`src/rtl/sram_ctrl_pkg.sv`:
```
package sram_ctrl_pkg;

  typedef enum logic [1:0] {
    ST_IDLE  = 2'd0,
    ST_READ  = 2'd1,
    ST_WRITE = 2'd2
  } sram_st_e;

  // ceil(ns / clk_ns), at least one clock
  function automatic int unsigned ns_to_cyc(int unsigned ns, int unsigned clk_ns);
    int unsigned c;
    c = (ns + clk_ns - 1) / clk_ns;
    return (c < 1) ? 1 : c;
  endfunction

  function automatic int unsigned umax(int unsigned a, int unsigned b);
    return (a > b) ? a : b;
  endfunction

endpackage

```
`src/rtl/sram_ctrl_seq.sv`:
```
module sram_ctrl_seq
  import sram_ctrl_pkg::*;
#(
  parameter int unsigned RD_CYC     = 1,
  parameter int unsigned HZ_CYC     = 1,
  parameter int unsigned WE_LOW_CYC = 2,
  parameter int unsigned CNT_W      = 2
) (
  input  logic clk_i,
  input  logic rst_ni,
  input  logic req_valid_i,
  input  logic req_we_i,
  output logic ready_o,
  output logic accept_o,
  output logic capture_o,
  output logic ce_n_o,
  output logic oe_n_o,
  output logic we_n_o,
  output logic drv_en_o
);

  localparam logic [CNT_W-1:0] RD_LAST = CNT_W'(RD_CYC - 1);
  localparam logic [CNT_W-1:0] WR_LAST = CNT_W'(WE_LOW_CYC - 1);
  localparam logic [CNT_W-1:0] DRV_AT  = CNT_W'(HZ_CYC);

  sram_st_e         state_q;
  logic [CNT_W-1:0] cnt_q;

  assign ready_o   = (state_q == ST_IDLE);
  assign accept_o  = ready_o & req_valid_i;
  assign capture_o = (state_q == ST_READ) && (cnt_q == RD_LAST);

  always_ff @(posedge clk_i or negedge rst_ni) begin
    if (!rst_ni) begin
      state_q  <= ST_IDLE;
      cnt_q    <= '0;
      ce_n_o   <= 1'b1;
      oe_n_o   <= 1'b1;
      we_n_o   <= 1'b1;
      drv_en_o <= 1'b0;
    end else begin
      unique case (state_q)
        ST_IDLE: begin
          if (accept_o) begin
            cnt_q  <= '0;
            ce_n_o <= 1'b0;
            if (req_we_i) begin
              state_q <= ST_WRITE;
              we_n_o  <= 1'b0;
            end else begin
              state_q <= ST_READ;
              oe_n_o  <= 1'b0;
            end
          end
        end
        ST_READ: begin
          if (cnt_q == RD_LAST) begin
            state_q <= ST_IDLE;
            ce_n_o  <= 1'b1;
            oe_n_o  <= 1'b1;
          end else begin
            cnt_q <= cnt_q + 1'b1;
          end
        end
        ST_WRITE: begin
          if (cnt_q == WR_LAST) begin
            state_q  <= ST_IDLE;
            ce_n_o   <= 1'b1;
            we_n_o   <= 1'b1;
            drv_en_o <= 1'b0;
          end else begin
            cnt_q <= cnt_q + 1'b1;
            // memory outputs released once the high-Z count has run out
            if ((cnt_q + 1'b1) >= DRV_AT) drv_en_o <= 1'b1;
          end
        end
        default: state_q <= ST_IDLE;
      endcase
    end
  end


  wr_oe_high_chk: assert property (@(posedge clk_i) disable iff (!rst_ni)
    !we_n_o |-> oe_n_o);

  wr_needs_ce_chk: assert property (@(posedge clk_i) disable iff (!rst_ni)
    !we_n_o |-> !ce_n_o);

  drv_not_first_chk: assert property (@(posedge clk_i) disable iff (!rst_ni)
    $fell(we_n_o) |-> !drv_en_o);

  drv_off_at_end_chk: assert property (@(posedge clk_i) disable iff (!rst_ni)
    $rose(we_n_o) |-> !drv_en_o);

  idle_standby_chk: assert property (@(posedge clk_i) disable iff (!rst_ni)
    ready_o |-> ce_n_o);

  busy_not_ready_chk: assert property (@(posedge clk_i) disable iff (!rst_ni)
    !ce_n_o |-> !ready_o);

endmodule

```
`src/rtl/sram_ctrl_datapath.sv`:
```
module sram_ctrl_datapath #(
  parameter int unsigned ADDR_W = 17,
  parameter int unsigned DATA_W = 8
) (
  input  logic              clk_i,
  input  logic              rst_ni,
  input  logic              accept_i,
  input  logic [ADDR_W-1:0] req_addr_i,
  input  logic [DATA_W-1:0] req_wdata_i,
  input  logic              capture_i,
  input  logic              drv_en_i,
  input  logic              ce_n_i,
  input  logic [DATA_W-1:0] dq_i,
  output logic [ADDR_W-1:0] addr_o,
  output logic [DATA_W-1:0] dq_o,
  output logic              dq_oe_o,
  output logic [DATA_W-1:0] rdata_o,
  output logic              rvalid_o
);

  logic [DATA_W-1:0] wdata_q;

  always_ff @(posedge clk_i or negedge rst_ni) begin
    if (!rst_ni) begin
      addr_o  <= '0;
      wdata_q <= '0;
    end else if (accept_i) begin
      addr_o  <= req_addr_i;
      wdata_q <= req_wdata_i;
    end
  end

  always_ff @(posedge clk_i or negedge rst_ni) begin
    if (!rst_ni) begin
      rdata_o  <= '0;
      rvalid_o <= 1'b0;
    end else begin
      rvalid_o <= capture_i;
      if (capture_i) rdata_o <= dq_i;
    end
  end

  assign dq_o    = wdata_q;
  assign dq_oe_o = drv_en_i;


  addr_hold_chk: assert property (@(posedge clk_i) disable iff (!rst_ni)
    (!ce_n_i && $past(!ce_n_i)) |-> $stable(addr_o));

  rvalid_pulse_chk: assert property (@(posedge clk_i) disable iff (!rst_ni)
    rvalid_o |=> !rvalid_o);

endmodule

```
`src/rtl/sram_ctrl.sv`:
```
module sram_ctrl
  import sram_ctrl_pkg::*;
#(
  parameter int unsigned ADDR_W    = 17,
  parameter int unsigned DATA_W    = 8,
  parameter int unsigned CLK_NS    = 10,
  parameter int unsigned T_AA_NS   = 10,
  parameter int unsigned T_DOE_NS  = 5,
  parameter int unsigned T_HZOE_NS = 5,
  parameter int unsigned T_PWE_NS  = 8,
  parameter int unsigned T_AW_NS   = 8,
  parameter int unsigned T_SD_NS   = 5,
  parameter int unsigned T_WC_NS   = 10
) (
  input  logic              clk_i,
  input  logic              rst_ni,
  input  logic              req_valid_i,
  input  logic              req_we_i,
  input  logic [ADDR_W-1:0] req_addr_i,
  input  logic [DATA_W-1:0] req_wdata_i,
  output logic              req_ready_o,
  output logic [DATA_W-1:0] rdata_o,
  output logic              rvalid_o,
  output logic [ADDR_W-1:0] sram_addr_o,
  output logic              sram_ce_n_o,
  output logic              sram_oe_n_o,
  output logic              sram_we_n_o,
  output logic [DATA_W-1:0] sram_dq_o,
  input  logic [DATA_W-1:0] sram_dq_i,
  output logic              sram_dq_oe_o
);

  localparam int unsigned RD_CYC = umax(ns_to_cyc(T_AA_NS, CLK_NS), ns_to_cyc(T_DOE_NS, CLK_NS));
  localparam int unsigned HZ_CYC = ns_to_cyc(T_HZOE_NS, CLK_NS);
  localparam int unsigned SD_CYC = ns_to_cyc(T_SD_NS, CLK_NS);
  // one idle cycle follows every write, so the cycle floor is WC-1
  localparam int unsigned WE_LOW_CYC =
    umax(umax(ns_to_cyc(T_PWE_NS, CLK_NS), ns_to_cyc(T_AW_NS, CLK_NS)),
         umax(HZ_CYC + SD_CYC, ns_to_cyc(T_WC_NS, CLK_NS) - 1));
  localparam int unsigned CNT_W = $clog2(umax(RD_CYC, WE_LOW_CYC) + 1);

  logic accept, capture, drv_en;

  sram_ctrl_seq #(
    .RD_CYC    (RD_CYC),
    .HZ_CYC    (HZ_CYC),
    .WE_LOW_CYC(WE_LOW_CYC),
    .CNT_W     (CNT_W)
  ) u_seq (
    .clk_i      (clk_i),
    .rst_ni     (rst_ni),
    .req_valid_i(req_valid_i),
    .req_we_i   (req_we_i),
    .ready_o    (req_ready_o),
    .accept_o   (accept),
    .capture_o  (capture),
    .ce_n_o     (sram_ce_n_o),
    .oe_n_o     (sram_oe_n_o),
    .we_n_o     (sram_we_n_o),
    .drv_en_o   (drv_en)
  );

  sram_ctrl_datapath #(
    .ADDR_W(ADDR_W),
    .DATA_W(DATA_W)
  ) u_dp (
    .clk_i      (clk_i),
    .rst_ni     (rst_ni),
    .accept_i   (accept),
    .req_addr_i (req_addr_i),
    .req_wdata_i(req_wdata_i),
    .capture_i  (capture),
    .drv_en_i   (drv_en),
    .ce_n_i     (sram_ce_n_o),
    .dq_i       (sram_dq_i),
    .addr_o     (sram_addr_o),
    .dq_o       (sram_dq_o),
    .dq_oe_o    (sram_dq_oe_o),
    .rdata_o    (rdata_o),
    .rvalid_o   (rvalid_o)
  );


  no_contention_chk: assert property (@(posedge clk_i) disable iff (!rst_ni)
    sram_dq_oe_o |-> (sram_oe_n_o && $past(sram_oe_n_o)));

  rd_no_drive_chk: assert property (@(posedge clk_i) disable iff (!rst_ni)
    !sram_oe_n_o |-> (sram_we_n_o && !sram_dq_oe_o));

endmodule

```
`config.mk`:
```
export PLATFORM = sky130hd
export DESIGN_NAME = sram_ctrl
export DESIGN_NICKNAME = d
export VERILOG_FILES = /design/src/rtl/sram_ctrl_pkg.sv /design/src/rtl/sram_ctrl_seq.sv /design/src/rtl/sram_ctrl_datapath.sv /design/src/rtl/sram_ctrl.sv
export SDC_FILE = /design/constraint.sdc
export NUM_CORES = 1
export LEC_CHECK = 0
export CAP_MARGIN = 20
export CORE_MARGIN = 8
export CORE_UTILIZATION = 45
export DETAILED_ROUTE_END_ITERATION = 7
export GPL_TIMING_DRIVEN = 0
export PLACE_DENSITY_LB_ADDON = 0.12
export SYNTH_ARGS = -nofsm -noshare
export SYNTH_HDL_FRONTEND = slang
export SYNTH_SLANG_ARGS = --single-unit
```
`constraint.sdc`:
```
create_clock -name clk_i -period 2.8 [get_ports clk_i]
set_clock_uncertainty 0.2 [all_clocks]
set_input_delay 0.28 -clock clk_i [delete_from_list [all_inputs] [get_ports clk_i]]
set_output_delay 0.28 -clock clk_i [all_outputs]
set_load 0.02 [all_outputs]
```
---- Word level (Yosys, flattened, before mapping) ----
Cells that the tools add are included.
cells by class
  add/subtract/negate cells ............... 1
  multiply operators ...................... 0
  div/mod/pow operators ................... 0
  magnitude comparators ................... 1
  equality and inequality tests ........... 10
  shift-type cells ........................ 0
  mux-type cells .......................... 21
  bitwise gates (word level) .............. 1
  reduce and logical (&&, ||, !) cells .... 13
operator list
  kind                 count
  $reduce_and 4->1     4
  $mux 2               7
  $ne 2x2->1 const B   6
  $pmux 2 s3           2
  $mux 1               9
  $reduce_bool 2->1    3
  $eq 2x1->1 const B   2
  $logic_not 2->1      2
  $pmux 1 s2           2
  $pmux 1 s3           1
  $reduce_and 3->1     1
  $reduce_bool 3->1    1
  $add 2x1->2 const B  1
  $eq 2x2->1 const B   1
  $ge 2x1->1 const B   1
  $ne 2x1->1 const B   1
  $reduce_and 2->1     1
  $and 1x1->1          1
  $logic_and 1x1->1    1
storage, ports and cells
  register bits after elaboration ......... 42
  bits in latches ......................... 0
  RAM bits ................................ 0
  bits in read-only memories .............. 0
  input port bits ......................... 37
  output and inout bits ................... 39
  word-level logic and storage cells ...... 57
  memories ................................ 0

---- Longest topological paths before layout ----
Gate-level depths: netlist of run 1.
  depth in word-level cells ............... 4
  depth in mapped cells ................... 5
  gate-level depth less buffers ........... 5

---- By module ----
A second synthesis of run 1 with hierarchy kept.
second synthesis, totals
  cell total of the unflattened synthesis .. 118
  area, all modules ....................... 1899.3 µm²
by module, submodules not included
  module              instances  cells an instance  area each (µm²)  seq. area each (µm²)
  sram_ctrl_datapath  1          72                 1361.3           850.8
  sram_ctrl_seq       1          46                 538.0            203.9

---- Least setup slack after synthesis of run 1 ----
Ideal clock, no wire load.
  kind .................................... register to register
  start point ............................. register u_seq.state_q[0]
  end point ............................... register u_seq.ce_n_o
  arrival ................................. 1.525 ns
  data required time ...................... 2.515 ns
  slack ................................... 0.990 ns
  cell stages (with the launch flop) ...... 6
  path buffers ............................ 0
  cell sequence ........................... dfrtp_1 -> inv_1 -> ha_1 -> nor2b_2 -> nor4_2 -> mux2_1
between the ends
  longest elaborated chain between the ends .. 4
  elaborated cells between the ends (all ways) .. 10
RTL lines
  item                        line                 RTL
  start: declaration          sram_ctrl_seq.sv:26  sram_st_e state_q;
  start signal: assignment    sram_ctrl_seq.sv:35  state_q <= ST_IDLE;
  start signal: assignment    sram_ctrl_seq.sv:48  state_q <= ST_WRITE;
  start signal: assignment    sram_ctrl_seq.sv:51  state_q <= ST_READ;
  $logic_not 2->1 (*)         sram_ctrl_seq.sv:29  assign ready_o = (state_q == ST_IDLE);
  net req_ready_o             sram_ctrl.sv:21      output logic req_ready_o,
  $and 1x1->1                 sram_ctrl_seq.sv:30  assign accept_o = ready_o & req_valid_i;
  $ne 2x2->1 (no line)        n/a
  $reduce_and 4->1 (no line)  n/a
  end signal: assignment      sram_ctrl_seq.sv:37  ce_n_o <= 1'b1;
  end signal: assignment      sram_ctrl_seq.sv:46  ce_n_o <= 1'b0;
  end signal: assignment      sram_ctrl_seq.sv:59  ce_n_o <= 1'b1;
  end: declaration            sram_ctrl_seq.sv:16  output logic ce_n_o,
Mark *: on every way through the listed nets, which the timed path passes. The rest lies on a longest branch.
A chain may end at the register's enable or synchronous reset.

---- Final worst setup path of run 1 ----
  start point ............................. register u_seq.state_q[0]
  end point ............................... output req_ready_o
between the ends
  longest elaborated chain between the ends .. 1
RTL lines
  item              line
  $logic_not 2->1   sram_ctrl_seq.sv:29
  end: declaration  sram_ctrl.sv:21
Every way passes these cells.

==> summary.txt, run 1 <==
Critical path
  – Worst setup startpoint: u_seq.state_q[0]
  – WS Path Type: flip-flop to output port
  – Reg2reg start: u_seq.state_q[0]
  – Startpoint types: flip-flop
  – CP Capture Type: output port
  – Worst EP required: 2320 ps
  – Cells along the critical path: inv_1, ha_1, clkdlybuf4s50_1
  – Crit path max fanout: 4
  – Slowest stage delay, CP: 640 ps
  – Slowest-stage cell, CP: clkdlybuf4s50_1
  – Worst Path Arrival: 1700 ps

Global route
  – Grt ovf: 0
  – Vias in the first global route: 1335
  – First-pass GRT wire length: 6530 um
  – Largest net degree at the start of global routing: 43
  – Met2 global-route usage: 0.225
  – Total GRT Usage: 0.131
  – Met3 Resource Use GR: 0.0598
  – Initial antenna violation count: 0
  – Met1 GRT Util: 0.140
  – Top Usage Layer GRT: met2

Timing
  – Final Max Slew Viols: 0
  – Final Hold Vio Count: 0
  – Unrepaired setup endpoints after global routing: no
  – Worst-Margin Slew: 907 ps
  – Min Tclk post-route: 2180 ps
  – Final worst-path cycle share: 0.780
  – Max_slew headroom: 0.395
  – Final setup fails: 0
  – WHS: 293 ps
  – Setup TNS: 0 ps
  – Worst setup margin: 615 ps
  – Achievable clock frequency: 458 MHz

Finish
  – Nets: 245
  – Fillcell total: 314
  – Inserted Diodes: 0
  – Fraction of layout cells with a size suffix above 1: 0.154
  – Synth-to-Final Area Change: 51.6%

Placement
  – PortBufs: 75
  – RePlAce Congestion: 0.779
  – Hpwl dp: 3220 um
  – Dpl ws: 921 ps

Routing
  – Post-route ant nets: 0
  – 1st-iter DRT viols: 54
  – Drt first pass iters: 2
  – Routed len/inst: 15.9 um
  – Via count: 1190
  – Wirelength, routed: 4000 um
  – Via/cell ratio: 4.74
  – DRC violation count after routing: 0

Power
  – IR drop worst, VDD: 0.619 mV
  – Leak: 0.00116 uW
  – Pwr dens: 1180 mW/mm2
  – Total chip power: 3220 uW

Clock network
  – Clk slew on worst S/H paths: 70 ps
  – Post-CTS sizing: 0
  – CTS tree: done
  – Num CTS Buffers: 5
  – Max clock buf depth: 2
  – CTS Hold Bufs: 1
  – CTS Sinks: 42
  – Clock root cell: clkbuf_8
  – Worst skew pair latency: 280 ps
  – Htree depth: 2
  – Setup Buffers After CTS: 0

Min path
  – Hold Crit Start: u_dp.addr_o[1]
  – Tightest Hold Check Type: flip-flop to flip-flop

Synth
  – Post-synthesis register bit count: 42
  – Synth warnings: 0
  – Syn Area/Cell: 15.3 um2
  – Seq/Total Area, Yosys: 0.589
  – Mapped cell area: 0.00179 mm2
  – Yosys cell types: 22
  – Post-Synthesis Net Count: 162
  – Mapped Cells: 117

Floorplanning
  – Initial core utilization: 0.458
  – Die area: 0.00626 mm2
  – Die width: 79.1 um
  – Ports: 76
  – Total core area: 0.00391 mm2
  – Row count: 23
  – Die boundary height: 79.1 um

Status
  – Run status: finished, final reports clean

Run
  – Max Cap Viol: 0
state kept, by name, indices dropped and copies added (netlist names):
name            count
u_dp.dq_o           8
u_seq.cnt_q         2
u_dp.rvalid_o       1
u_seq.we_n_o        1
u_dp.addr_o        17
u_dp.rdata_o        8
u_seq.ce_n_o        1
u_seq.state_q       2
u_seq.drv_en_o      1
u_seq.oe_n_o        1
kinds of logic after synthesis:
family	synth area share
AO/OA/AOI/OAI	0.0328
adder cells (fa/ha/maj)	0.0559
buffers and inverters	0.0272
flip-flops	0.589
multiplexers	0.247
AND/OR/NAND/NOR	0.0482
worst max-delay path, delay by kind of cell (launching register included):
kind	cells	cell delay (ps)
DFF	1	400
adders and majority gates	1	260
buffers and inverters	2	770
Yosys cell counts:
cell       number  share of area
nand2_1         4         0.0084
inv_1           5          0.010
mux2_1         22           0.14
a2bb2oi_1       1         0.0049
a21oi_1         2         0.0056
buf_6           2          0.013
o21ai_0         1         0.0028
nand2_2         1         0.0035
a2111oi_4       1          0.015
mux2_2         12          0.075
nor4_2          1         0.0070
nor2b_1         1         0.0035
nor3_2          1         0.0056
o31ai_1         1         0.0042
mux2i_1         6          0.034
nor2b_2         2         0.0098
and2_1          1         0.0035
dfrtp_1        39           0.54
buf_4           1         0.0042
ha_1            8          0.056
dfstp_2         3          0.044
nand2b_1        2         0.0070
routing by layer:
layer	part of all wire	up-vias
li1	-	570
met1	0.37	570
met2	0.52	46
met3	0.096	4
met4	0.0092	0
met5	0	-
cell type report:
cell class              count  area [um2]  share of cell area
flip-flops and latches     42        1050               0.388
repair buffers             76         756               0.278
multi-input cells          67         688               0.253
clock buffers               7        76.3              0.0281
well taps                  50        62.6              0.0230
clock inverters             1        30.0              0.0111
plain buffers               3        30.0              0.0111
inverters                   5        18.8             0.00691
placed cells by master (no fill, tap or decap), types with 2 or more instances in the layout:
cell type        instances
nand2b_1                 2
dfstp_2                  3
ha_1                     8
mux2_1                  22
nor2b_2                  2
a21oi_1                  2
mux2_2                  12
nand2_1                  4
clkdlybuf4s50_1         74
clkbuf_1                 2
buf_6                    2
dfrtp_1                 39
clkbuf_8                 5
inv_1                    5
mux2i_1                  6
path summary, 6_finish.rpt:
path	end	slack, ps	cells after the start
max reg2reg	u_seq.ce_n_o	970	5
min reg2reg	u_dp.addr_o[1]	290	1
max	req_ready_o	620	3
max in group asynchronous	u_dp.dq_o[4]	1360	2
min in group asynchronous	u_dp.rdata_o[3]	480	2
min	u_dp.addr_o[1]	290	1
stage by stage:
step / instance area [um2] / instances / util
CTS: 2720 / 251 / 0.694
global placement: 2610 / 242 / 0.666
finish: 2720 / 251 / 0.694
global route: 2720 / 251 / 0.694
floorplan: 1790 / 117 / -
detailed placement: 2600 / 242 / 0.664
report_power, final:
group | switching (uW) | internal [uW]
registers | 154 | 919
logic | 807 | 880
clock network | 188 | 267
(Power assumes the default switching activity.)
==> run 2: changes to the inputs <==
Settings changed: CORE_UTILIZATION 45 to 38.
Clock period 2.8 ns to 1.91 ns, I/O delays scaled along.
==> run 2 against run 1 <==
- worst setup slack worse by 540 ps
- largest power group unchanged
- total power up 44%
- first-iteration DRC count down 56%
- largest cell class unchanged
- utilization down 11 points
- cell area up 0.32%
- critical path depth down 2
==> summary.txt, run 2 (synthesis gave the netlist of run 1 again) <==
Placement
  – Hpwl dp: 3150 um (-2.1%)
  – RePlAce Congestion: 0.775 (-0.56%)
  – Dpl cells: 246 (+1.7%)
  – PortBufs: 75 (unchanged)
  – Placed Instance Area: 0.00261 mm2 (+0.19%)

Critical path
  – WP buf/inv: 1 (-1)
  – CP Capture Type: output port
  – Slowest stage delay, CP: 610 ps (-30 ps)
  – Worst EP required: 1520 ps (-800 ps)
  – WS Path Type: flip-flop to output port
  – Cells along the critical path: clkdlybuf4s50_1
  – Crit path max fanout: 3 (-1)
  – Worst Path Arrival: 1450 ps (-250 ps)
  – Slowest-stage cell, CP: clkdlybuf4s50_1
  – Startpoint types: flip-flop
  – Cell family with most CP delay: buffers and inverters

Clock network
  – Max clock buf depth: 2 (unchanged)
  – Num CTS Buffers: 5 (unchanged)
  – Worst skew pair latency: 290 ps (about the same)
  – Clock root cell: clkbuf_8
  – Htree depth: 2 (unchanged)
  – CTS tree: done
  – CTS Sinks: 42 (unchanged)
  – Clk slew on worst S/H paths: 80 ps (about the same)

Timing
  – Setup TNS: 0 ps (unchanged)
  – Min Tclk post-route: 1840 ps
  – Achievable clock frequency: 544 MHz
  – Final worst-path cycle share: 0.963
  – WHS: 290 ps (-2.70 ps)
  – Final Max Slew Viols: 0 (unchanged)
  – Worst-Margin Slew: 920 ps (+13.0 ps)
  – Final setup fails: 0 (unchanged)
  – Unrepaired setup endpoints after global routing: no
  – Final Hold Vio Count: 0 (unchanged)
  – Max_slew headroom: 0.386 (-0.00867)

Finish
  – Non-filler cells, final: 256 (+2.0%)
  – Post-layout util: 0.589 (-0.105)
  – Most common cell after layout, fill and taps aside: clkdlybuf4s50_1
  – Synth-to-Final Area Change: 52.1%
  – Max reg flops: 17 (unchanged)
  – Fraction of layout cells with a size suffix above 1: 0.178 (+0.0240)
  – Nets: 246 (+0.41%)
  – Inserted Diodes: 0 (unchanged)
  – Post-Layout Inst Area: 0.00273 mm2 (+0.32%)
  – Top reg by flops: u_dp.addr_o
  – Most frequent cells in the layout: clkdlybuf4s50_1, dfrtp_1, mux2_1

Routing
  – Via/cell ratio: 4.78 (+0.85%)
  – Drt first pass iters: 2 (unchanged)
  – Routed len/inst: 15.8 um (-1.2%)
  – Via count: 1224 (+2.9%)
  – Wirelength, routed: 4040 um (+0.80%)
  – 1st-iter DRT viols: 24 (-56%)
  – Post-route ant nets: 0 (unchanged)
  – DRC violation count after routing: 0 (unchanged)

Power
  – Clock Power Share: 0.127 (-0.014)
  – IR drop worst, VDD: 0.739 mV (+19%)
  – Pwr dens: 1700 mW/mm2 (+44%)
  – Share of power burned in registers: 0.337 (+0.003)
  – Leak: 0.00116 uW (about the same)
  – Combinational share of power: 0.537 (+0.012)
  – Sw Share: 0.367 (+0.00960)
  – Internal Power: 2940 uW (+42%)
  – Psw: 1700 uW (+48%)

Floorplanning
  – Die area: 0.00717 mm2 (+15%)
  – Initial core utilization: 0.387 (-0.0708)
  – Die boundary height: 84.7 um (+7.0%)
  – Row count: 25 (+8.7%)
  – Die width: 84.7 um (+7.0%)
  – Total core area: 0.00463 mm2 (+18%)
  – Ports: 76 (unchanged)

Status
  – Run status: finished, final reports clean

Global route
  – Initial antenna violation count: 0 (unchanged)
  – Largest net degree at the start of global routing: 43 (unchanged)
  – Vias in the first global route: 1376 (+3.1%)
  – Total GRT Usage: 0.116 (-0.0146)
  – Grt ovf: 0 (unchanged)
  – First-pass GRT wire length: 6620 um (+1.4%)

Min path
  – Tightest Hold Check Type: input pin to flip-flop

Run
  – Max Cap Viol: 0 (unchanged)
-- run 2: cell types whose count changed in the layout (fill, tap and decap cells not counted) --
cell,before,now
buf_6,2,3
bufinv_16,1,0
clkbuf_1,2,0
clkbuf_8,5,6
clkdlybuf4s50_1,74,73
clkinv_2,0,1
clkinvlp_4,0,1
dlygate4sd2_1,0,1
ha_1,8,6
ha_2,0,2
-- run 2: timing repair --
action,in CTS,in global routing
buffers inserted,0,1
hold endpoints to repair,39,0
hold buffers,1,0
setup endpoints to repair,2,2
gates resized for setup,2,2
pin swaps,1,1
-- run 2: path summary, 6_finish.rpt --
check                            startpoint               to  slack (ps)  cells past startpoint
setup / recovery               u_seq.oe_n_o      sram_oe_n_o          70                      1
hold / removal               req_wdata_i[6]     u_dp.dq_o[6]         290                      2
setup reg to reg           u_seq.state_q[0]     u_seq.ce_n_o          80                      5
hold reg to reg             u_dp.addr_o[13]  u_dp.addr_o[13]         290                      1
max in group asynchronous            rst_ni   u_dp.addr_o[7]         560                      2
min in group asynchronous            rst_ni   u_seq.drv_en_o         370                      2
-- run 2: power groups by stage --
stage	clock, uW	combinational, uW	sequential (uW)
final	587	2490	1560
after floorplan	0	862	2080
after global placement	0	2460	1560
after global routing	650	2660	1630
after detailed placement	0	2510	1590
after CTS	614	2510	1570
-- run 2: cell type report --
class / instances / area, um2
Sequential cell: 42 / 1050
Tap cell: 54 / 67.6
Fill cell: 380 / 1900
Clock buffer: 6 / 82.6
Clock inverter: 2 / 12.5
Buffer: 3 / 33.8
Inverter: 5 / 18.8
Timing Repair Buffer: 77 / 762
Multi-Input combinational cell: 67 / 693
-- run 2: layer usage --
layer / up-vias / track usage / part of all wire
li1: 573 / - / -
met1: 598 / 0.117 / 0.38
met2: 47 / 0.194 / 0.49
met3: 6 / 0.0624 / 0.11
met4: 0 / 0.0502 / 0.016
met5: - / 0 / 0
-- run 2: through the flow --
step	power, uW	worst slack, ps
floorplan	2940	100
global placement	4020	-566
detailed placement	4100	-2.96
CTS	4700	18.9
global route	4930	3.11
finish	4640	70.7
